## config.mk

```make
export PLATFORM = sky130hd
export DESIGN_NAME = xgrid_decoder
export DESIGN_NICKNAME = d
export VERILOG_FILES = /design/src/rtl/xgrid_pkg.sv /design/src/rtl/xgrid_check_accum.sv /design/src/rtl/xgrid_flit_store.sv /design/src/rtl/xgrid_classify.sv /design/src/rtl/xgrid_decoder.sv
export SDC_FILE = /design/constraint.sdc
export NUM_CORES = 1
export LEC_CHECK = 0
export BUFFER_PORTS_ARGS = -buffer_cell sky130_fd_sc_hd__buf_4
export CORE_UTILIZATION = 35
export CTS_CLUSTER_SIZE = 28
export DETAILED_ROUTE_END_ITERATION = 12
export PLACE_DENSITY_LB_ADDON = 0.1
export SYNTH_ARGS = -nofsm -noshare
export SYNTH_HDL_FRONTEND = slang
export SYNTH_SLANG_ARGS = --single-unit
```

## constraint.sdc

```tcl
create_clock -name clk -period 5.4 [get_ports clk]
set_input_delay 0.81 -clock clk [delete_from_list [all_inputs] [get_ports clk]]
set_output_delay 0.81 -clock clk [all_outputs]
set_load 0.02 [all_outputs]
```

## src/rtl/xgrid_pkg.sv

```systemverilog
package xgrid_pkg;

   typedef enum logic [1:0] {
      GRP_CLEAN = 2'd0,
      GRP_FIXED = 2'd1,
      GRP_MULTI = 2'd2
   } grp_status_e;

   typedef enum logic [1:0] {
      PH_COLLECT = 2'd0,
      PH_EVAL    = 2'd1,
      PH_DRAIN   = 2'd2
   } phase_e;

endpackage

```

## src/rtl/xgrid_check_accum.sv

```systemverilog
module xgrid_check_accum #(
   parameter int DATA_W      = 16,
   parameter int GROUP_FLITS = 4
) (
   input  logic                                   clk,
   input  logic                                   rst_n,
   input  logic                                   take,
   input  logic [$clog2(GROUP_FLITS+1)-1:0]       idx,
   input  logic [DATA_W:0]                        flit,
   output logic [GROUP_FLITS-1:0]                 row_chk,
   output logic [DATA_W:0]                        col_vec
);
   localparam int FW = DATA_W + 1;
   localparam int IW = $clog2(GROUP_FLITS + 1);

   logic flit_odd;
   assign flit_odd = ^flit;

   // one row-check bit per data flit position
   for (genvar g = 0; g < GROUP_FLITS; g++) begin : g_row
      logic chk_q;
      always_ff @(posedge clk or negedge rst_n) begin
         if (!rst_n)
            chk_q <= 1'b0;
         else if (take && idx == IW'(g))
            chk_q <= flit_odd;
      end
      assign row_chk[g] = chk_q;
   end

   // column accumulator: loaded on flit 0, folded on every later flit
   logic [FW-1:0] col_q;
   always_ff @(posedge clk or negedge rst_n) begin
      if (!rst_n)
         col_q <= '0;
      else if (take) begin
         if (idx == '0)
            col_q <= flit;
         else
            col_q <= col_q ^ flit;
      end
   end
   assign col_vec = col_q;

endmodule

```

## src/rtl/xgrid_flit_store.sv

```systemverilog
module xgrid_flit_store #(
   parameter int DATA_W      = 16,
   parameter int GROUP_FLITS = 4
) (
   input  logic                             clk,
   input  logic                             rst_n,
   input  logic                             wen,
   input  logic [$clog2(GROUP_FLITS+1)-1:0] wr_idx,
   input  logic [DATA_W:0]                  wr_flit,
   input  logic [$clog2(GROUP_FLITS+1)-1:0] rd_idx,
   output logic [DATA_W:0]                  rd_flit,
   output logic                             rd_row
);
   localparam int FW = DATA_W + 1;
   localparam int IW = $clog2(GROUP_FLITS + 1);

   logic [FW-1:0] ent [GROUP_FLITS];

   for (genvar g = 0; g < GROUP_FLITS; g++) begin : g_ent
      logic [FW-1:0] q;
      always_ff @(posedge clk or negedge rst_n) begin
         if (!rst_n)
            q <= '0;
         else if (wen && wr_idx == IW'(g))
            q <= wr_flit;
      end
      assign ent[g] = q;
   end

   // rd_row flags that the read index addresses a real entry
   always_comb begin
      rd_flit = '0;
      rd_row  = 1'b0;
      for (int k = 0; k < GROUP_FLITS; k++) begin
         if (rd_idx == IW'(k)) begin
            rd_flit = ent[k];
            rd_row  = 1'b1;
         end
      end
   end

endmodule

```

## src/rtl/xgrid_classify.sv

```systemverilog
module xgrid_classify
   import xgrid_pkg::*;
#(
   parameter int DATA_W      = 16,
   parameter int GROUP_FLITS = 4
) (
   input  logic [GROUP_FLITS-1:0]             row_chk,
   input  logic [DATA_W:0]                    col_vec,
   output logic [$clog2(GROUP_FLITS+1)-1:0]   row_cnt,
   output logic [$clog2(DATA_W+2)-1:0]        col_cnt,
   output grp_status_e                        status
);
   localparam int RCW = $clog2(GROUP_FLITS + 1);
   localparam int CCW = $clog2(DATA_W + 2);

   always_comb begin
      row_cnt = RCW'($countones(row_chk));
      col_cnt = CCW'($countones(col_vec));
      if (row_cnt == '0 && col_cnt == '0)
         status = GRP_CLEAN;
      else if (row_cnt > RCW'(1) || col_cnt > CCW'(1) || col_cnt == '0)
         status = GRP_MULTI;
      else
         status = GRP_FIXED;
   end

endmodule

```

## src/rtl/xgrid_decoder.sv

```systemverilog
module xgrid_decoder
   import xgrid_pkg::*;
#(
   parameter int DATA_W      = 16,
   parameter int GROUP_FLITS = 4
) (
   input  logic                                 clk,
   input  logic                                 rst_n,
   input  logic                                 in_valid,
   output logic                                 in_ready,
   input  logic [DATA_W:0]                      in_flit,
   output logic                                 out_valid,
   input  logic                                 out_ready,
   output logic [DATA_W:0]                      out_flit,
   output logic                                 grp_done,
   output logic [1:0]                           grp_status,
   output logic [DATA_W:0]                      resend_mask,
   output logic [$clog2(GROUP_FLITS+1)-1:0]     row_fail_cnt,
   output logic [$clog2(DATA_W+2)-1:0]          col_fail_cnt
);
   localparam int FW  = DATA_W + 1;
   localparam int IW  = $clog2(GROUP_FLITS + 1);
   localparam int RCW = $clog2(GROUP_FLITS + 1);
   localparam int CCW = $clog2(DATA_W + 2);
   localparam logic [IW-1:0] LAST_IN  = IW'(GROUP_FLITS);
   localparam logic [IW-1:0] LAST_OUT = IW'(GROUP_FLITS - 1);

   if (DATA_W < 2) begin : g_bad_width
      $error("xgrid_decoder: DATA_W must be at least 2");
   end
   if (GROUP_FLITS < 2) begin : g_bad_group
      $error("xgrid_decoder: GROUP_FLITS must be at least 2");
   end

   phase_e        ph;
   logic [IW-1:0] wr_idx, rd_idx;
   logic          take, give;

   assign in_ready  = (ph == PH_COLLECT);
   assign out_valid = (ph == PH_DRAIN);
   assign take      = in_valid && in_ready;
   assign give      = out_valid && out_ready;

   logic [GROUP_FLITS-1:0] row_chk;
   logic [FW-1:0]          col_vec;

   xgrid_check_accum #(.DATA_W(DATA_W), .GROUP_FLITS(GROUP_FLITS)) u_accum (
      .clk     (clk),
      .rst_n   (rst_n),
      .take    (take),
      .idx     (wr_idx),
      .flit    (in_flit),
      .row_chk (row_chk),
      .col_vec (col_vec)
   );

   logic [FW-1:0] rd_flit;
   logic          rd_row;

   xgrid_flit_store #(.DATA_W(DATA_W), .GROUP_FLITS(GROUP_FLITS)) u_store (
      .clk     (clk),
      .rst_n   (rst_n),
      .wen     (take && wr_idx != LAST_IN),
      .wr_idx  (wr_idx),
      .wr_flit (in_flit),
      .rd_idx  (rd_idx),
      .rd_flit (rd_flit),
      .rd_row  (rd_row)
   );

   logic [RCW-1:0] cls_rcnt;
   logic [CCW-1:0] cls_ccnt;
   grp_status_e    cls_status;

   xgrid_classify #(.DATA_W(DATA_W), .GROUP_FLITS(GROUP_FLITS)) u_cls (
      .row_chk (row_chk),
      .col_vec (col_vec),
      .row_cnt (cls_rcnt),
      .col_cnt (cls_ccnt),
      .status  (cls_status)
   );

   logic           done_q, fix_q;
   grp_status_e    status_q;
   logic [FW-1:0]  mask_q;
   logic [RCW-1:0] rcnt_q;
   logic [CCW-1:0] ccnt_q;

   always_ff @(posedge clk or negedge rst_n) begin
      if (!rst_n) begin
         ph       <= PH_COLLECT;
         wr_idx   <= '0;
         rd_idx   <= '0;
         done_q   <= 1'b0;
         fix_q    <= 1'b0;
         status_q <= GRP_CLEAN;
         mask_q   <= '0;
         rcnt_q   <= '0;
         ccnt_q   <= '0;
      end else begin
         done_q <= 1'b0;
         unique case (ph)
            PH_COLLECT: begin
               if (take) begin
                  if (wr_idx == LAST_IN) begin
                     wr_idx <= '0;
                     ph     <= PH_EVAL;
                  end else begin
                     wr_idx <= wr_idx + IW'(1);
                  end
               end
            end
            PH_EVAL: begin
               done_q   <= 1'b1;
               status_q <= cls_status;
               mask_q   <= (cls_status == GRP_MULTI) ? col_vec : '0;
               fix_q    <= (cls_status == GRP_FIXED) && (cls_rcnt != '0);
               rcnt_q   <= cls_rcnt;
               ccnt_q   <= cls_ccnt;
               rd_idx   <= '0;
               ph       <= PH_DRAIN;
            end
            PH_DRAIN: begin
               if (give) begin
                  if (rd_idx == LAST_OUT) begin
                     rd_idx <= '0;
                     ph     <= PH_COLLECT;
                  end else begin
                     rd_idx <= rd_idx + IW'(1);
                  end
               end
            end
            default: ph <= PH_COLLECT;
         endcase
      end
   end

   // failing row of the current read slot; row_chk and col_vec stay put while draining
   logic rd_row_bad;
   always_comb begin
      rd_row_bad = 1'b0;
      for (int k = 0; k < GROUP_FLITS; k++)
         if (rd_idx == IW'(k)) rd_row_bad = row_chk[k];
   end

   assign out_flit     = (fix_q && rd_row && rd_row_bad) ? (rd_flit ^ col_vec) : rd_flit;
   assign grp_done     = done_q;
   assign grp_status   = status_q;
   assign resend_mask  = mask_q;
   assign row_fail_cnt = rcnt_q;
   assign col_fail_cnt = ccnt_q;

endmodule

```

# == Word level (Yosys, flattened, before mapping) ==
# Index checks and enable logic that the tools add are counted.
# word_totals
register_bits,126
in_bits,21
out_inout_bits,47
# classes
add_sub_neg,21
order_cmp,2
eq_ne,16
mux,27
bitwise_logic,2
n_reduce_logical,28
# ops
cell,count
$mux W17,7
$add A5 B5 Y5,7
$xor A17 B17 Y17,2
$add A1 B1 Y2,10
$reduce_xor A17 Y1,1
$logic_and A1 B1 Y1,15
$eq A3 B2 Y1 const B,4
$mux W2,6
$logic_not A3 Y1,3
$mux W1,9
$mux W3,3
$ne A2 B1 Y1 const B,4
$add A3 B1 Y3 const B,2
$eq A3 B1 Y1 const B,2
$pmux W2 S3,1
$pmux W3 S2,1
$add A5 B1 Y5,1
$gt A5 B1 Y1 const B,1
$logic_not A5 Y1,1
$eq A2 B1 Y1 const B,2
$eq A2 B2 Y1 const B,2
$reduce_and A2 Y1,2
$reduce_and A4 Y1,1
$add A3 B3 Y3,1
other kinds (7),8

# == Longest topological paths before layout ==
# Gate-level depths: netlist of the first run.
# depth
depth_word,12
depth_mapped,15
ltp_nobuf,14

# == By module ==
# A second synthesis of the first run with hierarchy kept.
# unflattened
cells_unflattened,559
area_unflattened_um2,6692.7
# by_module_without_submodules
module,n_inst,cells_per_inst,area_each_um2
xgrid_flit_store,1,208,3086.7
xgrid_decoder,1,177,1905.6
xgrid_check_accum,1,103,1078.5
xgrid_classify,1,71,621.8

# == Worst setup path after synthesis of the first run ==
# Ideal clock, no wire load.
# synth_path
kind,reg-to-reg
startpoint,register u_accum.col_q[6] (netlist: u_accum.col_vec[6])
endpoint,register mask_q[12] (netlist: resend_mask[12])
arrival_time_ps,4357
slack_ps,922
stages_incl_launch_ff,14
path_buffers,1
period_less_slack_ps,4478
cell_sequence,dfrtp_1 ha_1 fa_1 inv_1 fa_1 fa_1 inv_1 fa_1 ha_1 fa_1 nor4_1 a41oi_2 buf_2 a22o_1
# synth_between
elab_chain_len,12
# synth_rtl
element,line_no,text
start: declaration,xgrid_check_accum.sv:32,logic [FW-1:0] col_q;
start signal: assignment,xgrid_check_accum.sv:38,col_q <= flit;
start signal: assignment,xgrid_check_accum.sv:40,col_q <= col_q ^ flit;
$add A1 B1 Y2 (implied by the code) (*),xgrid_classify.sv:18,col_cnt = CCW'($countones(col_vec));
$add A5 B5 Y5 (implied by the code) (*) (3 in a row),xgrid_classify.sv:18,
$add A5 B1 Y5 (implied by the code) (*),xgrid_classify.sv:18,
named net cls_ccnt[2],xgrid_decoder.sv:72,logic [CCW-1:0] cls_ccnt;
$gt A5 B1 Y1,xgrid_classify.sv:21,else if (row_cnt > RCW'(1) || col_cnt > CCW'(1) || col_cnt == '0)
$logic_or A1 B1 Y1 (2 in a row),xgrid_classify.sv:21,
$mux W2,xgrid_classify.sv:21,
$mux W2 (*),xgrid_classify.sv:19,if (row_cnt == '0 && col_cnt == '0)
$eq A2 B2 Y1 (*),xgrid_decoder.sv:116,mask_q <= (cls_status == GRP_MULTI) ? col_vec : '0;
$mux W17 (*),xgrid_decoder.sv:116,
end signal: assignment,xgrid_decoder.sv:116,
end: declaration,xgrid_decoder.sv:85,logic [FW-1:0] mask_q;
# The timed path passes the listed nets; every way through them passes the cells marked *.
# A chain may end at the register's enable or synchronous reset.

# == Worst setup path in the final report of the first run ==
# layout_path
startpoint,register u_accum.col_q[0] (netlist: u_accum.col_vec[0])
endpoint,register mask_q[0] (netlist: resend_mask[0])
# The elaborated chain is that of the path after synthesis.

==> out/results.ini, run 1 <==
[status]
status = finished with violations
violations = DRC

[setup_path]
end_kind = flip-flop
crit_path_max_incr_delay_ps = 550
critPathTopFamily = adder cells
critical_path_buf_inv_count = 2
worstSetupStartpointType = flip-flop
worst_path_most_repeated_cell = fa_1
path_cells = ha_1 > inv_1 > fa_1 > fa_1 > fa_1 > inv_1 > fa_1 > ha_1 > fa_1 > nor4_1 > a41oi_2 > a22o_1
slowest_stage = a41oi_2
critPathKind = flip-flop to flip-flop
cp.required_ps = 5690
critPathArrivalTime_ps = 5200
cp_max_fo = 18

[route]
ant_nets = 0
top_layer = met4
wl_per_cell_um = 18.3
wl_met2_um = 7800
routed_wl_um = 16500
wl_met3_um = 493
drcViolationCount = 7
drt-met1-wl_um = 8000
drt_first_pass_iters = 10
drtIter0Drc = 256
vias = 4483
routed_via_density = 4.98

[synth]
synth_top_area_frac = 0.481
synth_commonest_cells = 126 x dfrtp_1, 86 x nand2_1, 77 x mux2_2
synthTopCellsByArea = dfrtp_1 48%, mux2_2 13%, nand2_1 4.9%
synth_cell_types = 41
syn_area_um2 = 6560
ys_ff_latch = 126
synthFlopType = dfrtp_1
syn_avg_cell_area_um2 = 11.0
yosysTopAreaCell = dfrtp_1
yosys_warnings = 0
ys_seq_area_frac = 0.481
synth_most_common_cell = dfrtp_1
synth_nets = 652
synth_cells = 594
synth_edf_count = 0
ys_async_sr_fraction = 1.00

[global_routing]
antenna_found_initial = 0
grt_pass1_wl_um = 26600
grt_start_max_net_pins = 64
track_usage = 0.182
grt_pass1_vias = 4652
grt_overflow_total = 0

[clock_tree]
clk_latency_ps = 410
clk_pin_slew_worst_paths_ps = 60
cts_root_buf = clkbuf_16
cts_sinks = 126
postCtsSetupBuffers = 0
postCtsHoldBufs = 0
cts_tree = built
htree_levels = 4
cts_buffers = 17
post_cts_resize_count = 0
clk_path_buf_depth = 2

[sta]
rsz0062_at_grt = no
clock_skew_ps = 4.90
max_slew_margin = 0.363
fmax_mhz = 204
min_period_over_period = 0.909
hold_viol = 0
setup_tns_ps = 0
hold_ws_ps = 333
setup-violations-final = 0
tightest_slew_ps = 956
post-route-min-period_ps = 4910
drv_slew = 0

[die]
die-width_um = 139
die_height_um = 139
initial_core_util = 0.361
dieArea_um2 = 19300
io_pins = 68
core_area_um2 = 18100
row_count = 49

[hold_path]
hold_class = input port to asynchronous set/reset pin

[place]
hpwl_um = 10900
gp_congestion = 0.792
io_buffers = 67

[cells_and_area]
final_layout_size_suffix_gt1_frac = 0.289
nets = 717
synthToLayoutAreaGrowth_pct = 21.0
diodes = 0

[job]
max_cap_viol_count = 0

## sequential cells by signal (all words and copies together), names as in the netlist
signal               flops
grp_status               2
row_fail_cnt             3
fix_q                    1
u_accum.g_row.chk_q      4
col_fail_cnt             5
u_accum.col_vec         17
ph                       2
wr_idx                   3
u_store.g_ent.q         68
resend_mask             17
grp_done                 1
rd_idx                   3
## metal layers
metal	GRT usage	up-vias
li1	-	2131
met1	0.251	2264
met2	0.289	76
met3	0.0318	12
met4	0.0626	0
met5	0	-
## worst register-to-register path: cells and delay by family (launching register included)
kind	cells	cell delay, ps
AO/OA/AOI/OAI	2	920
flip-flops	1	420
buffers and inverters	2	100
adder cells (fa/ha/maj)	7	2960
AND/OR/NAND/NOR	1	390
## placed cells by master (no fill, tap or decap), types with 17 or more instances in the layout
cell type / netlist / layout
xor2_1: 18 / 18
a21oi_1: 36 / 36
o21ai_0: 24 / 24
dfrtp_1: 126 / 126
xnor2_1: 30 / 30
clkbuf_16: 0 / 17
a22o_1: 17 / 17
inv_1: 46 / 46
nand2_1: 86 / 86
nor2_1: 19 / 19
ha_1: 24 / 23
a22oi_1: 17 / 17
mux2_2: 77 / 77
buf_4: 1 / 77
## cells by family after synthesis
logic type | after synthesis | synth area share
mux | 77 | 0.132
fa+ha+maj | 37 | 0.0854
simple gates | 123 | 0.0813
xor+xnor | 50 | 0.0700
buf+inv | 77 | 0.0475
flops | 126 | 0.481
compound gates | 104 | 0.103
## final timing paths
path | startpoint | endpoint | slack, ps | cells after the start
max in group asynchronous | rst_n | u_store.g_ent[3].q[13]$_DFFE_PN0P_ | 3860 | 2
min in group clk | col_fail_cnt[3]$_DFFE_PN0P_ | col_fail_cnt[3]$_DFFE_PN0P_ | 480 | 2
hold / removal | rst_n | grp_done$_DFF_PN0_ | 330 | 1
setup reg to reg | u_accum.col_vec[0]$_DFFE_PN0P_ | resend_mask[0]$_DFFE_PN0P_ | 490 | 12
hold reg to reg | col_fail_cnt[3]$_DFFE_PN0P_ | col_fail_cnt[3]$_DFFE_PN0P_ | 480 | 2
setup / recovery | u_accum.col_vec[0]$_DFFE_PN0P_ | resend_mask[0]$_DFFE_PN0P_ | 490 | 12
## final cells by class
type | count | area [µm²]
clock inverter | 11 | 188
timing repair buffer | 77 | 578
fill | 1728 | 10200
multi-input combinational | 391 | 3100
inverter | 46 | 173
tap | 229 | 287
sequential | 126 | 3150
clock buffer | 21 | 460
## metrics by stage
stage                     instance area [µm²]  cells   util  worst slack (ps)
after detailed placement                 7290    869  0.402               497
final                                    7940    901  0.437               492
after CTS                                7940    901  0.437               464
after floorplan                          6560    594      -               922
after global routing                     7940    901  0.437               297
after global placement                   7290    869  0.402               609
Power of run 1 is not shown: default switching activity piles up to over one toggle a cycle in this logic, so the estimate is an artifact.
==> inputs of run 2 (changes only) <==
--- a/config.mk
+++ b/config.mk
@@ -6,10 +6,11 @@
 export NUM_CORES = 1
 export LEC_CHECK = 0
 export BUFFER_PORTS_ARGS = -buffer_cell sky130_fd_sc_hd__buf_4
-export CORE_UTILIZATION = 35
+export CORE_UTILIZATION = 45
 export CTS_CLUSTER_SIZE = 28
 export DETAILED_ROUTE_END_ITERATION = 12
 export PLACE_DENSITY_LB_ADDON = 0.1
+export SKIP_CTS_REPAIR_TIMING = 1
 export SYNTH_ARGS = -nofsm -noshare
 export SYNTH_HDL_FRONTEND = slang
 export SYNTH_SLANG_ARGS = --single-unit
==> run 2 against run 1 <==
Compared with the run above:
- the run now ends clean
- final cell count is 5.8% lower
- sequential cell count stayed put
- wire length is 6.9% lower
- hold slack better by 140 ps
- clock-buffer cell count is 1 lower
- maximum frequency is 1.1% higher
- die area is 22% lower
- register-to-register slack better by 50 ps
- utilization is 12 points higher
- global-route usage is 3.9 points higher
- via count is 1.3% higher
- largest cell class unchanged
==> out/results.ini, run 2 (synthesis results as in run 1) <==
[status]
status = completed

[sta]
hold_viol = 0
setup_tns_ps = 0
min_period_over_period = 0.899
post-route-min-period_ps = 4860
hold_ws_ps = 477
tightest_slew_ps = 997
drv_slew = 0
setup-violations-final = 0
rsz0062_at_grt = no
fmax_mhz = 206
max_slew_margin = 0.335
clock_skew_ps = 7.03

[route]
drtIter0Drc = 254
wl_per_cell_um = 18.1
ant_nets = 0
drt_first_pass_iters = 5
vias = 4542
routed_via_density = 5.35
drcViolationCount = 0
routed_wl_um = 15400

[cells_and_area]
synthToLayoutAreaGrowth_pct = 19.0
final_cell_mix = 126 x dfrtp_1, 86 x nand2_1, 77 x mux2_2
nets = 714
regMostFlops = u_store.g_ent.q
fill_cells = 1256
diodes = 0
final_layout_size_suffix_gt1_frac = 0.287
largest_reg_flops = 68
seqCellArea_um2 = 3150
layout_commonest_cell = dfrtp_1
multi_input_area_um2 = 3100

[clock_tree]
cts_tree = built
clk_latency_ps = 420
cts_root_buf = clkbuf_16
cts_sinks = 126
clk_pin_slew_worst_paths_ps = 60
cts_buffers = 17
clk_path_buf_depth = 2
htree_levels = 4

[setup_path]
reg2reg_depth = 12
r2r-start = u_accum.col_vec[0]$_DFFE_PN0P_
worstSetupStartpointType = flip-flop
worst_path_most_repeated_cell = fa_1
r2r_end = resend_mask[5]$_DFFE_PN0P_
critPathKind = flip-flop to flip-flop
crit_path_max_incr_delay_ps = 540
cp_max_fo = 18
end_kind = flip-flop
cp-startpoint = u_accum.col_vec[0]$_DFFE_PN0P_
slowest_stage = fa_1
endpoint = resend_mask[5]$_DFFE_PN0P_
cp.required_ps = 5700
critPathArrivalTime_ps = 5150
path_cells = ha_1 > inv_1 > fa_1 > fa_1 > fa_1 > inv_1 > fa_1 > ha_1 > fa_1 > nor4_1 > a41oi_2 > a22o_1
reg2reg_slack_ps = 540

[global_routing]
grt_pass1_vias = 4519
antenna_found_initial = 0
grt_start_max_net_pins = 73
grt_pass1_wl_um = 24600
grt_overflow_total = 0
track_usage = 0.221

[die]
io_pins = 68
dieArea_um2 = 15100
die-width_um = 123
initial_core_util = 0.467
row_count = 43
die_height_um = 123
core_area_um2 = 14000

[hold_path]
hold_class = flip-flop to flip-flop

[place]
hpwl_um = 10000
gp_congestion = 0.816
io_buffers = 67

[job]
max_cap_viol_count = 0

[run 2: how the worst min path moves through the flow]
stage | endpoint | start | cells after the start | slack, ps
global route | grp_status[1]$_DFFE_PN0P_ | grp_status[1]$_DFFE_PN0P_ | 1 | 500
finish | grp_status[1]$_DFFE_PN0P_ | grp_status[1]$_DFFE_PN0P_ | 1 | 480
detailed placement | grp_status[1]$_DFFE_PN0P_ | grp_status[1]$_DFFE_PN0P_ | 1 | 470
global placement | grp_status[0]$_DFFE_PN0P_ | grp_status[0]$_DFFE_PN0P_ | 2 | 460
CTS | grp_status[1]$_DFFE_PN0P_ | grp_status[1]$_DFFE_PN0P_ | 1 | 480
floorplan | fix_q$_DFFE_PN0P_ | fix_q$_DFFE_PN0P_ | 2 | 450
[run 2: per-layer routing]
metal	share of wire	global-route usage
met1	0.46	0.296
met2	0.48	0.353
met3	0.043	0.0446
met4	0.015	0.0808
met5	0	0
[run 2: layout make-up]
cell class | instances | share of cell area
Multi-Input combinational cell | 391 | 0.397
Timing Repair Buffer | 74 | 0.0712
Inverter | 46 | 0.0221
Clock inverter | 12 | 0.0183
Clock buffer | 20 | 0.0585
Tap cell | 180 | 0.0289
Sequential cell | 126 | 0.404
[run 2: per-stage QoR]
stage	utilization	setup WS, ps	cells	instance area, µm²
floorplan	-	922	594	6560
global placement	0.513	659	817	7200
detailed placement	0.513	541	817	7200
CTS	0.556	527	849	7800
global route	0.556	317	849	7800
finish	0.556	544	849	7800
[run 2: worst max-delay path, delay by kind of cell, from the launching register on]
| kind | cells | cell delay (ps) |
|---|---|---|
| AO/OA/AOI/OAI | 2 | 870 |
| adder cells (fa/ha/maj) | 7 | 2960 |
| buffers and inverters | 2 | 110 |
| flip-flops | 1 | 430 |
| AND/OR/NAND/NOR | 1 | 390 |
Power of run 2 is left out for the same reason.
